$ cat src/rtl/mn_pkg.sv
package mn_pkg;
  typedef enum logic {
    ST_IDLE = 1'b0,
    ST_RUN  = 1'b1
  } mn_state_e;

  localparam int PAIR_DATA = 0;
  localparam int PAIR_LINK = 1;
  localparam int NPAIR     = 2;
endpackage

$ cat src/rtl/mn_terms.sv
module mn_terms #(
  parameter int IN_W   = 32,
  parameter int LANE_W = 3,
  parameter int PW     = 40,
  parameter int BPP    = 3
) (
  input  logic [IN_W-1:0]   pix_i,
  input  logic [IN_W-1:0]   link_i,
  input  logic [LANE_W-1:0] lanes_i,
  output logic [PW-1:0]     dat_num_o,
  output logic [PW-1:0]     dat_den_o,
  output logic [PW-1:0]     lnk_num_o,
  output logic [PW-1:0]     lnk_den_o
);
  localparam logic [PW-1:0] BPP_W = PW'(BPP);

  always_comb begin
    dat_num_o = PW'(pix_i) * BPP_W;
    dat_den_o = PW'(link_i) * PW'(lanes_i);
    lnk_num_o = PW'(pix_i);
    lnk_den_o = PW'(link_i);
  end
endmodule

$ cat src/rtl/mn_reduce.sv
module mn_reduce #(
  parameter int PW = 40,
  parameter int LW = 24
) (
  input  logic          clk,
  input  logic          rst_n,
  input  logic          load_i,
  input  logic [PW-1:0] num_i,
  input  logic [PW-1:0] den_i,
  output logic [PW-1:0] num_o,
  output logic [PW-1:0] den_o,
  output logic          fit_o
);
  logic [PW-1:0] num_q, den_q;

  assign fit_o = ~|num_q[PW-1:LW] && ~|den_q[PW-1:LW];
  assign num_o = num_q;
  assign den_o = den_q;

  always_ff @(posedge clk) begin
    if (!rst_n) begin
      num_q <= '0;
      den_q <= '0;
    end else if (load_i) begin
      num_q <= num_i;
      den_q <= den_i;
    end else if (!fit_o) begin
      num_q <= num_q >> 1;
      den_q <= den_q >> 1;
    end
  end
endmodule

$ cat src/rtl/link_mn_calc.sv
module link_mn_calc
  import mn_pkg::*;
#(
  parameter int IN_W    = 32,
  parameter int LANE_W  = 3,
  parameter int PW      = 40,
  parameter int LW      = 24,
  parameter int BPP     = 3,
  parameter int TU_SIZE = 64,
  parameter int TU_POS  = 25,
  parameter int TU_W    = 6,
  parameter int WORD_W  = 32
) (
  input  logic              clk,
  input  logic              rst_n,
  input  logic              in_valid,
  output logic              in_ready,
  input  logic [IN_W-1:0]   pix_khz,
  input  logic [IN_W-1:0]   link_khz,
  input  logic [LANE_W-1:0] lanes,
  output logic              res_valid,
  input  logic              res_ready,
  output logic [LW-1:0]     data_m,
  output logic [LW-1:0]     data_n,
  output logic [LW-1:0]     link_m,
  output logic [LW-1:0]     link_n,
  output logic [WORD_W-1:0] data_m_word
);
  localparam logic [TU_W-1:0] TU_FIELD = TU_W'(TU_SIZE - 1);

  mn_state_e        state_q;
  logic             accept;
  logic [PW-1:0]    raw_num [NPAIR];
  logic [PW-1:0]    raw_den [NPAIR];
  logic [PW-1:0]    num_q   [NPAIR];
  logic [PW-1:0]    den_q   [NPAIR];
  logic [NPAIR-1:0] fit;

  assign in_ready  = (state_q == ST_IDLE);
  assign accept    = in_valid && in_ready;
  assign res_valid = (state_q == ST_RUN) && (&fit);

  mn_terms #(.IN_W(IN_W), .LANE_W(LANE_W), .PW(PW), .BPP(BPP)) u_terms (
    .pix_i     (pix_khz),
    .link_i    (link_khz),
    .lanes_i   (lanes),
    .dat_num_o (raw_num[PAIR_DATA]),
    .dat_den_o (raw_den[PAIR_DATA]),
    .lnk_num_o (raw_num[PAIR_LINK]),
    .lnk_den_o (raw_den[PAIR_LINK])
  );

  for (genvar g = 0; g < NPAIR; g++) begin : g_pair
    mn_reduce #(.PW(PW), .LW(LW)) u_red (
      .clk    (clk),
      .rst_n  (rst_n),
      .load_i (accept),
      .num_i  (raw_num[g]),
      .den_i  (raw_den[g]),
      .num_o  (num_q[g]),
      .den_o  (den_q[g]),
      .fit_o  (fit[g])
    );
  end

  always_ff @(posedge clk) begin
    if (!rst_n) begin
      state_q <= ST_IDLE;
    end else begin
      case (state_q)
        ST_IDLE: if (accept) state_q <= ST_RUN;
        ST_RUN:  if (res_valid && res_ready) state_q <= ST_IDLE;
        default: state_q <= ST_IDLE;
      endcase
    end
  end

  assign data_m = num_q[PAIR_DATA][LW-1:0];
  assign data_n = den_q[PAIR_DATA][LW-1:0];
  assign link_m = num_q[PAIR_LINK][LW-1:0];
  assign link_n = den_q[PAIR_LINK][LW-1:0];

  always_comb begin
    data_m_word                   = '0;
    data_m_word[LW-1:0]           = data_m;
    data_m_word[TU_POS +: TU_W]   = TU_FIELD;
  end
endmodule

$ cat config.mk
export PLATFORM = sky130hd
export DESIGN_NAME = link_mn_calc
export DESIGN_NICKNAME = d
export VERILOG_FILES = /design/src/rtl/mn_pkg.sv /design/src/rtl/mn_terms.sv /design/src/rtl/mn_reduce.sv /design/src/rtl/link_mn_calc.sv
export SDC_FILE = /design/constraint.sdc
export NUM_CORES = 1
export LEC_CHECK = 0
export BUFFER_PORTS_ARGS = -buffer_cell sky130_fd_sc_hd__buf_2
export CELL_PAD_IN_SITES_DETAIL_PLACEMENT = 1
export CELL_PAD_IN_SITES_GLOBAL_PLACEMENT = 2
export CORE_MARGIN = 2
export CORE_UTILIZATION = 33
export CTS_CLUSTER_DIAMETER = 200
export DETAILED_ROUTE_END_ITERATION = 7
export PLACE_DENSITY = 0.82
export SYNTH_ARGS = -nofsm -noshare
export SYNTH_HDL_FRONTEND = slang
export SYNTH_SLANG_ARGS = --single-unit
$ cat constraint.sdc
create_clock -name clk -period 4.05 [get_ports clk]
set_clock_uncertainty 0.2 [all_clocks]
set_input_delay 0.2025 -clock clk [delete_from_list [all_inputs] [get_ports clk]]
set_output_delay 0.2025 -clock clk [all_outputs]
set_load 0.005 [all_outputs]
; After elaboration in Yosys (flattened, before gate mapping)
; Cells that the tools add are included.
[word_totals]
in_bits = 71
regBits = 134
output_inout_bits = 130
wordCells = 35
[classes]
mux = 11
multipliers = 2
n_reduce_logical = 14
bitwise = 1
n_eq_ne = 2
[op_table]
columns = cell, count
row1 = two-way mux 32 bit, 4
row2 = two-way mux 35 bit, 2
row3 = two-way mux 34 bit, 2
row4 = multiplier 32 x 3 -> 35 bit, 1
row5 = "multiplier 32 x 2 -> 34 bit, second input constant", 1
row6 = OR reduction 8 bit, 2
row7 = OR reduction 11 bit, 1
row8 = OR reduction 10 bit, 1
row9 = logical AND 1 bit, 5
row10 = logical NOT 1 bit, 4
row11 = "inequality test 2 bit, second input constant", 2
row12 = two-way mux 1 bit, 2
row13 = case mux 1 bit (2 select lines), 1
row14 = AND reduction 2 bit, 1
row15 = NOT 1 bit, 1

; Longest topological paths before layout
; Gate-level depths: netlist of run 1.
[depth]
word_depth = 8
mapped_depth = 13
depth_no_buf = 11

; By module
; From an unflattened synthesis of run 1, not the netlist that was laid out.
[unflattened]
hier_cells = 1539
hier_area_um2 = 12888.6
[by_module_without_submodules]
columns = mod, area_per_inst_um2, instances, seq_area_each_um2, cells_each
row1 = mn_reduce, 3484.6, 2, 1601.5, 340
row2 = mn_terms, 5617.9, 1, 0.0, 819
row3 = link_mn_calc, 301.5, 1, 20.0, 40

; Worst setup path after synthesis of run 1
; Ideal clock, no wire load.
[synth_timing]
path_type = input port to flip-flop
from = input lanes[2]
to = register g_pair[0].u_red.den_q[33]
cell_stages = 13
n_path_buf = 2
t_required_ns = 3.733
arrival_ns = 3.113
slack_ns = 0.619
setup_time_ns = 0.117
cell_sequence = clkbuf_1 nand2_1 fa_1 inv_1 ha_1 buf_2 nand2_1 o21ai_2 nand3_2 a2111o_1 a2111o_1 a21o_1 a32o_1
[synth_between]
elab_chain_len = 2
[synth_lines]
columns = item, line
row1 = "start, declared", link_mn_calc.sv:20  ; input logic [LANE_W-1:0] lanes,
row2 = multiplier 32 x 3 -> 35 bit, mn_terms.sv:19  ; dat_den_o = PW'(link_i) * PW'(lanes_i);
row3 = two-way mux 35 bit, mn_reduce.sv:24  ; end else if (load_i) begin
row4 = "end signal, assigned", mn_reduce.sv:26  ; den_q <= den_i;
row5 = "end signal, assigned", mn_reduce.sv:29  ; den_q <= den_q >> 1;
row6 = "end, declared", mn_reduce.sv:14  ; logic [PW-1:0] num_q, den_q;
; No other way between the ends.
; A chain may end at the register's enable or synchronous reset.

; Final worst setup path of run 1
[layout_timing]
from = input link_khz[8]
to = register g_pair[0].u_red.den_q[33]
[layout_between]
elab_chain_len = 2
[layout_lines]
columns = item, line
row1 = "start, declared", link_mn_calc.sv:19  ; input logic [IN_W-1:0] link_khz,
row2 = multiplier 32 x 3 -> 35 bit, mn_terms.sv:19
row3 = two-way mux 35 bit, mn_reduce.sv:24
; No other way between the ends.

==> results of run 1 <==
[report_power, final]
part	switching, uW	total, uW	internal (uW)
registers	132	1590	1460
logic	986	1650	665
clock network	651	1500	854
total	1770	4750	2980
[placed cells by master, fill, tap and decap left out, types with 6 or more instances in the layout]
| cell | n |
|---|---|
| a211oi_1 | 51 |
| a21o_1 | 33 |
| a21oi_1 | 101 |
| a311oi_1 | 45 |
| a31oi_1 | 10 |
| and2_1 | 17 |
| and3_1 | 11 |
| buf_2 | 192 |
| buf_4 | 18 |
| clkbuf_16 | 17 |
| clkinv_2 | 6 |
| clkinvlp_4 | 6 |
| conb_1 | 8 |
| dfxtp_1 | 134 |
| dlygate4sd3_1 | 65 |
| fa_1 | 32 |
| ha_1 | 66 |
| inv_1 | 79 |
| mux2i_1 | 38 |
| nand2_1 | 272 |
| nand3_1 | 34 |
| nand4_1 | 22 |
| nor2_1 | 101 |
| nor3_1 | 13 |
| nor4_1 | 10 |
| o211ai_1 | 14 |
| o21a_1 | 6 |
| o21ai_0 | 44 |
| o21bai_1 | 9 |
| xnor2_1 | 20 |
| xor2_1 | 21 |
[metal layers]
| metal | GRT usage (%) | part of all wire (%) | routed length, um | vias to the layer above |
|---|---|---|---|---|
| li1 | - | - | - | 5255 |
| met1 | 26.74 | 46 | 17120 | 5242 |
| met2 | 35.21 | 47 | 17570 | 218 |
| met3 | 3.095 | 3.8 | 1412 | 45 |
| met4 | 7.782 | 2.8 | 1028 | 0 |
| met5 | 0 | 0 | 0 | - |
[sequential cells by signal, summed over array words and instances (netlist names)]
register / flops
state_q: 1
g_pair.u_red.num_o: 66
g_pair.u_red.den_o: 67
[logic make-up (layout without fill, tap and decap cells)]
kind of cell,Yosys count,in the layout
compound gates,362,362
xor+xnor,41,41
fa+ha+maj,98,98
buf+inv,299,390
flops,134,134
mux,43,43
other cells,2,8
simple gates,510,510
[layout make-up]
class	count	area (um^2)
sequential	134	2683
multi-input combinational	1062	7025
fill	4165	20790
clock buffer	19	442.9
clock inverter	13	108.9
inverter	81	305.3
tap	448	560.5
timing repair buffer	277	1787
[through the flow]
step	hold slack, ps	cell area [um^2]	utilization (%)	power [uW]
floorplan	138.5	11340	-	2830
global placement	242.9	11710	34.75	3187
detailed placement	253.6	11710	34.75	3218
CTS	58.34	12910	38.32	4794
global route	84.90	12910	38.32	5043
finish	73.48	12910	38.32	4750
[worst max-delay path: cells and delay by family]
kind	cells	cell delay (ps)
adder cells (fa/ha/maj)	2	990
AND/OR/NAND/NOR	3	310
buffers and inverters	3	710
AO/OA/AOI/OAI	5	1550
[final timing paths]
kind	from	end	slack, ps
max	link_khz[8]	g_pair[0].u_red.den_o[33]$_SDFFE_PN0P_	410
min	rst_n	g_pair[1].u_red.num_o[23]$_SDFFE_PN0P_	70
max reg2reg	g_pair[0].u_red.num_o[24]$_SDFFE_PN0P_	g_pair[0].u_red.num_o[10]$_SDFFE_PN0P_	1270
min reg2reg	g_pair[1].u_red.den_o[26]$_SDFFE_PN0P_	g_pair[1].u_red.den_o[25]$_SDFFE_PN0P_	260
==> metrics.md, run 1 <==
| Metric | Value |
|---|---|
| Critical path data required time | 4180 ps |
| Leading cell types by total area after synthesis | dfxtp_1, nand2_1, buf_4 |
| Final setup violation count | 0 |
| Run status | completed |
| Number of sinks driven by the clock tree | 134 |
| # port buffers | 192 |
| Count leader, synth | nand2_1 |
| Clock slew at reported path FFs | 60 ps |
| Transition time of the tightest slew-check pin | 771.1 ps |
| Final worst path period need | 3641 ps |
| Compound-gate portion of the synthesized area | 21.84% |
| Total routed wirelength | 37130 um |
| Achievable clock frequency | 0.2746 GHz |
| Cells after DPL | 1937 |
| Iteration-0 DRC count of the detailed router | 499 |
| Max-capacitance violation count | 0 |
| Adder-cell share of the synthesized area | 12.95% |
| Number of flops mapped to enable cells by yosys | 0 |
| Most instantiated flip-flop cell in the synthesis netlist | dfxtp_1 |
| Root Buffer Master | clkbuf_16 |
| Via count of the first global-routing pass | 11086 |
| Final count of pins violating max slew | 0 |
| Post_cts resized | 0 |
| Highest cell delay on the worst timing path | 540 ps |
| Worst slack after detailed placement | 332.9 ps |
| Clock network latency to the later pin of the worst-skew pair | 440 ps |
| Initial antenna violation count | 0 |
| Class of the most critical hold timing path | primary input to flop |
| Antenna cells | 0 |
| Number of non-filler instances in the completed layout | 2034 |
| Maximum clock path buffer count | 2 |
| Fraction of synthesized area in multiplexers | 3.857% |
| Cell depth of the worst min-delay path | 4 |
| Mapped cell area | 0.01132 mm^2 |
| Leakage | 0.005797 uW |
| Synthesis-to-layout area growth | 14.05% |
| Setup repair after global routing missed its margin | no |
| Number of setup buffers added after CTS | 0 |
| Highest fanout seen on the critical path | 8 |
| TritonRoute pass-1 iters | 4 |
| Routed length per instance | 18.26 um |
| Number of distinct library cells after synthesis | 73 |
| Count of warnings emitted by yosys | 0 |
| Fraction of layout instances using a drive strength above 1 | 16.65% |
| Depth of the CTS H-tree | 4 |
| Post-CTS Hold Fix Bufs | 65 |
| Commonest cells in the netlist | nand2_1, dfxtp_1, buf_4 |
| Total global routing overflow | 0 |
| Crit share post-route | 89.90% |
| Proportion of netlist area held by the largest area contributor | 23.69% |
| Count of endpoints failing hold in the final timing report | 0 |
| Arrival time at the worst endpoint | 3770 ps |
| Placeable core region | 0.03370 mm^2 |
| Count of antenna-violating nets left after detailed routing | 0 |
| Total negative setup slack | 0 ps |
| Power density over the cells | 367.9 mW/mm^2 |
| Routability Congestion | 0.8526 |
| Register bit count reported by yosys | 134 |
| Cell type with the highest aggregate area in the netlist | dfxtp_1 |
| Cts bufs inserted | 17 |
| Floorplan die area | 0.03581 mm^2 |
| Global-route wire length before repair | 59400 um |
| Critical path's slowest cell | fa_1 |
| Number of cells on the worst reg-to-reg path | 6 |
| Kind of start point of the critical path | primary input |
| Vias per cell | 5.290 |
| Basic-gate share of the synthesized area counting and, or, nand and nor cells | 19.84% |
| Sum of net half-perimeters after detailed placement | 27850 um |
| Die Y | 189.2 um |
| Xor and xnor area share after synthesis | 3.172% |
| Sequential share of the synthesized area | 23.69% |
| Cell-by-cell listing of the critical path | dlygate4sd3_1, buf_2, nand2_1, fa_1, inv_1, ha_1, nand2_1, o21ai_2, nand3_2, a2111o_1, a2111o_1, a21o_1, a32o_1 |
| Final critical-path setup slack | 409.0 ps |
| Total global routing track utilization | 20.80% |
| Via count | 10760 |
| Effective utilization at floorplan | 33.60% |
| Maximum number of pins on one net before global-route repair | 111 |
| Async S/R FF share, synth | 0% |
| Layout Nets | 1742 |
| Synth Area per Inst | 7.604 um^2 |
| Die Span X | 189.2 um |
| Combinational family with the most area after synthesis | compound AO/OA/AOI/OAI gates |
| Cells after Synth | 1489 |
| Post-route DRC | 0 |
| VDD IR max | 0.0003029 V |
| Sort of element at the end of the critical path | flop |
| CTS tree | yes |
| Number of placement rows | 67 |
| I/O pins | 201 |
| Category of the critical setup timing path | primary input to flop |
| Worst slew margin | 48.60% |
Power figures use the tool's default switching activity.
==> run 2, diff against run 1 <==
--- a/config.mk
+++ b/config.mk
@@ -12,7 +12,7 @@
 export CORE_UTILIZATION = 33
 export CTS_CLUSTER_DIAMETER = 200
 export DETAILED_ROUTE_END_ITERATION = 7
-export PLACE_DENSITY = 0.82
+export PLACE_DENSITY = 0.87
 export SYNTH_ARGS = -nofsm -noshare
 export SYNTH_HDL_FRONTEND = slang
 export SYNTH_SLANG_ARGS = --single-unit
==> run 2 against run 1 <==
Maximum frequency decreased by 2.9%. Sequential share of layout area is essentially flat. Clock power grew 3%. Largest power group unchanged. Core utilization about the same. Worst setup slack got worse by 110 ps. Critical endpoint is now g_pair[0].u_red.den_o[30]$_SDFFE_PN0P_. Global-route usage is 0.18 points lower.
==> metrics.md, run 2 (synthesis results as in run 1) <==
| Metric | Value |
|---|---|
| Fillers | 4164 |
| Commonest cells after routing, fill and taps aside | nand2_1, buf_2, dfxtp_1, a21oi_1, nor2_1 |
| Post_cts resized | 0 |
| Total negative setup slack | 0 ps |
| Internal cell power | 3029 uW |
| Routability Congestion | 0.9193 |
| Sort of element at the end of the critical path | flop |
| Run status | completed |
| Final setup violation count | 0 |
| Vias per cell | 5.335 |
| Worst slack after detailed placement | 214.4 ps |
| Crit share post-route | 92.59% |
| Setup repair after global routing missed its margin | no |
| Floorplan die area | 0.03581 mm^2 |
| Via count | 10831 |
| Register Area | 0.002683 mm^2 |
| Most common cell after layout, fill and taps aside | nand2_1 |
| Number of placement rows | 67 |
| Layout Nets | 1738 |
| Leakage | 0.005798 uW |
| Total routed wirelength | 36840 um |
| Count of antenna-violating nets left after detailed routing | 0 |
| Max-capacitance violation count | 0 |
| Category of the critical setup timing path | primary input to flop |
| CTS tree | yes |
| Die Span X | 189.2 um |
| Clock network latency to the later pin of the worst-skew pair | 450 ps |
| Post-layout total power | 4771 uW |
| Power density over the cells | 369.7 mW/mm^2 |
| Portion of total power attributed to combinational logic | 34.4% |
| Final critical-path setup slack | 300.1 ps |
| Antenna cells | 0 |
| Combined area of the multi-input logic cells | 0.007025 mm^2 |
| Fraction of layout instances using a drive strength above 1 | 16.37% |
| Final worst path period need | 3750 ps |
| Effective utilization at floorplan | 33.60% |
| Sum of net half-perimeters after detailed placement | 27270 um |
| Highest cell delay on the worst timing path | 550 ps |
| Count of endpoints failing hold in the final timing report | 0 |
| Total global routing overflow | 0 |
| Synthesis-to-layout area growth | 13.98% |
| Highest fanout seen on the critical path | 4 |
| Max FFs per register | 67 |
| Portion of total power attributed to the clock network | 32.2% |
| Switching power | 1742 uW |
| Cts bufs inserted | 17 |
| Placeable core region | 0.03370 mm^2 |
| Arrival time at the worst endpoint | 3840 ps |
| Initial antenna violation count | 0 |
| Kind of start point of the critical path | primary input |
| Total global routing track utilization | 20.61% |
| VDD IR max | 0.0003059 V |
| Crit path buffers/inverters | 3 |
| Clock slew at reported path FFs | 60 ps |
| Critical path data required time | 4140 ps |
| Cell-by-cell listing of the critical path | dlygate4sd3_1, buf_2, and2_1, fa_1, ha_1, fa_1, a211oi_1, o21bai_1, a211oi_1, buf_4, o31ai_1, a21oi_1, xnor2_1, o21ai_0 |
| Reg2reg setup slack | 1260 ps |
| Achievable clock frequency | 0.2667 GHz |
| Depth of the CTS H-tree | 4 |
| Global-route wire length before repair | 58910 um |
| Area post-placement | 0.01170 mm^2 |
| Maximum clock path buffer count | 2 |
| Worst slew margin | 31.79% |
| Class of the most critical hold timing path | primary input to flop |
| Number of sinks driven by the clock tree | 134 |
| Iteration-0 DRC count of the detailed router | 496 |
| Relative contribution of sequential cells to total power | 33.3% |
| Die Y | 189.2 um |
| I/O pins | 201 |
| TritonRoute pass-1 iters | 7 |
| Via count of the first global-routing pass | 10985 |
| Transition time of the tightest slew-check pin | 1023 ps |
| Maximum number of pins on one net before global-route repair | 133 |
| Root Buffer Master | clkbuf_16 |
| Final instance area | 0.01290 mm^2 |
| Routed length per instance | 18.15 um |
| Final count of pins violating max slew | 0 |
| Sw frac | 36.52% |
| Finished Core Util | 38.29% |
| # port buffers | 192 |
| Crit path max-delay family | compound AO/OA/AOI/OAI gates |
| Critical path's slowest cell | dlygate4sd3_1 |
| Post-route DRC | 0 |
[run 2: changes by cell type in the layout (fill, tap and decap cells not counted), sizes merged]
cell         before  now
clkbuf           19   24
buf             212  209
clkinvlp          6    3
clkinv            7    5
dlygate4sd3      65   64
[run 2: through the flow]
step	hold slack, ps	instances
finish	58.31	2030
global route	35.17	2030
CTS	22.91	2030
detailed placement	249.1	1934
global placement	240.3	1934
floorplan	138.5	1495
[run 2: path summary, 6_finish.rpt]
path                                          start                                      to  cells after the start
min reg2reg  g_pair[1].u_red.num_o[29]$_SDFFE_PN0P_  g_pair[1].u_red.num_o[28]$_SDFFE_PN0P_                      2
min                                        lanes[0]   g_pair[0].u_red.den_o[0]$_SDFFE_PN0P_                      3
max                                     link_khz[0]  g_pair[0].u_red.den_o[30]$_SDFFE_PN0P_                     14
max reg2reg  g_pair[1].u_red.num_o[27]$_SDFFE_PN0P_  g_pair[1].u_red.den_o[11]$_SDFFE_PN0P_                      6
[run 2: power groups by stage]
| stage | clock network [uW] | logic, uW | registers (uW) |
|---|---|---|---|
| after floorplan | 0 | 1260 | 1570 |
| after global placement | 0 | 1550 | 1620 |
| after detailed placement | 0 | 1580 | 1620 |
| after CTS | 1570 | 1650 | 1590 |
| after global routing | 1630 | 1830 | 1610 |
| final | 1540 | 1640 | 1590 |
[run 2: worst register-to-register path: stages (launching register included)]
cell      delay, ps
dfxtp_1         320
nor4_1          350
nand4_1         140
buf_4           340
inv_2           820
nand2_1         160
a311oi_1        340
[run 2: cell type report]
cell class | instances | share of cell area [%]
Multi-Input combinational cell | 1062 | 54.44
Clock buffer | 24 | 3.810
Inverter | 81 | 2.366
Tap cell | 448 | 4.344
Timing Repair Buffer | 273 | 13.69
Sequential cell | 134 | 20.79
Clock inverter | 8 | 0.5623
[run 2: layer usage]
| metal | vias to the layer above | track usage, % | part of all wire, % |
|---|---|---|---|
| met1 | 5287 | 25.70 | 45 |
| met4 | 0 | 7.215 | 2.6 |
| li1 | 5231 | - | - |
| met5 | - | 0 | 0 |
| met3 | 49 | 3.559 | 4.1 |
| met2 | 264 | 35.76 | 48 |
[run 2: timing repair]
item / in CTS / in global routing
hold buffers: 64 / 0
buffers inserted: 0 / 0
endpoints found under the hold margin: 67 / 0
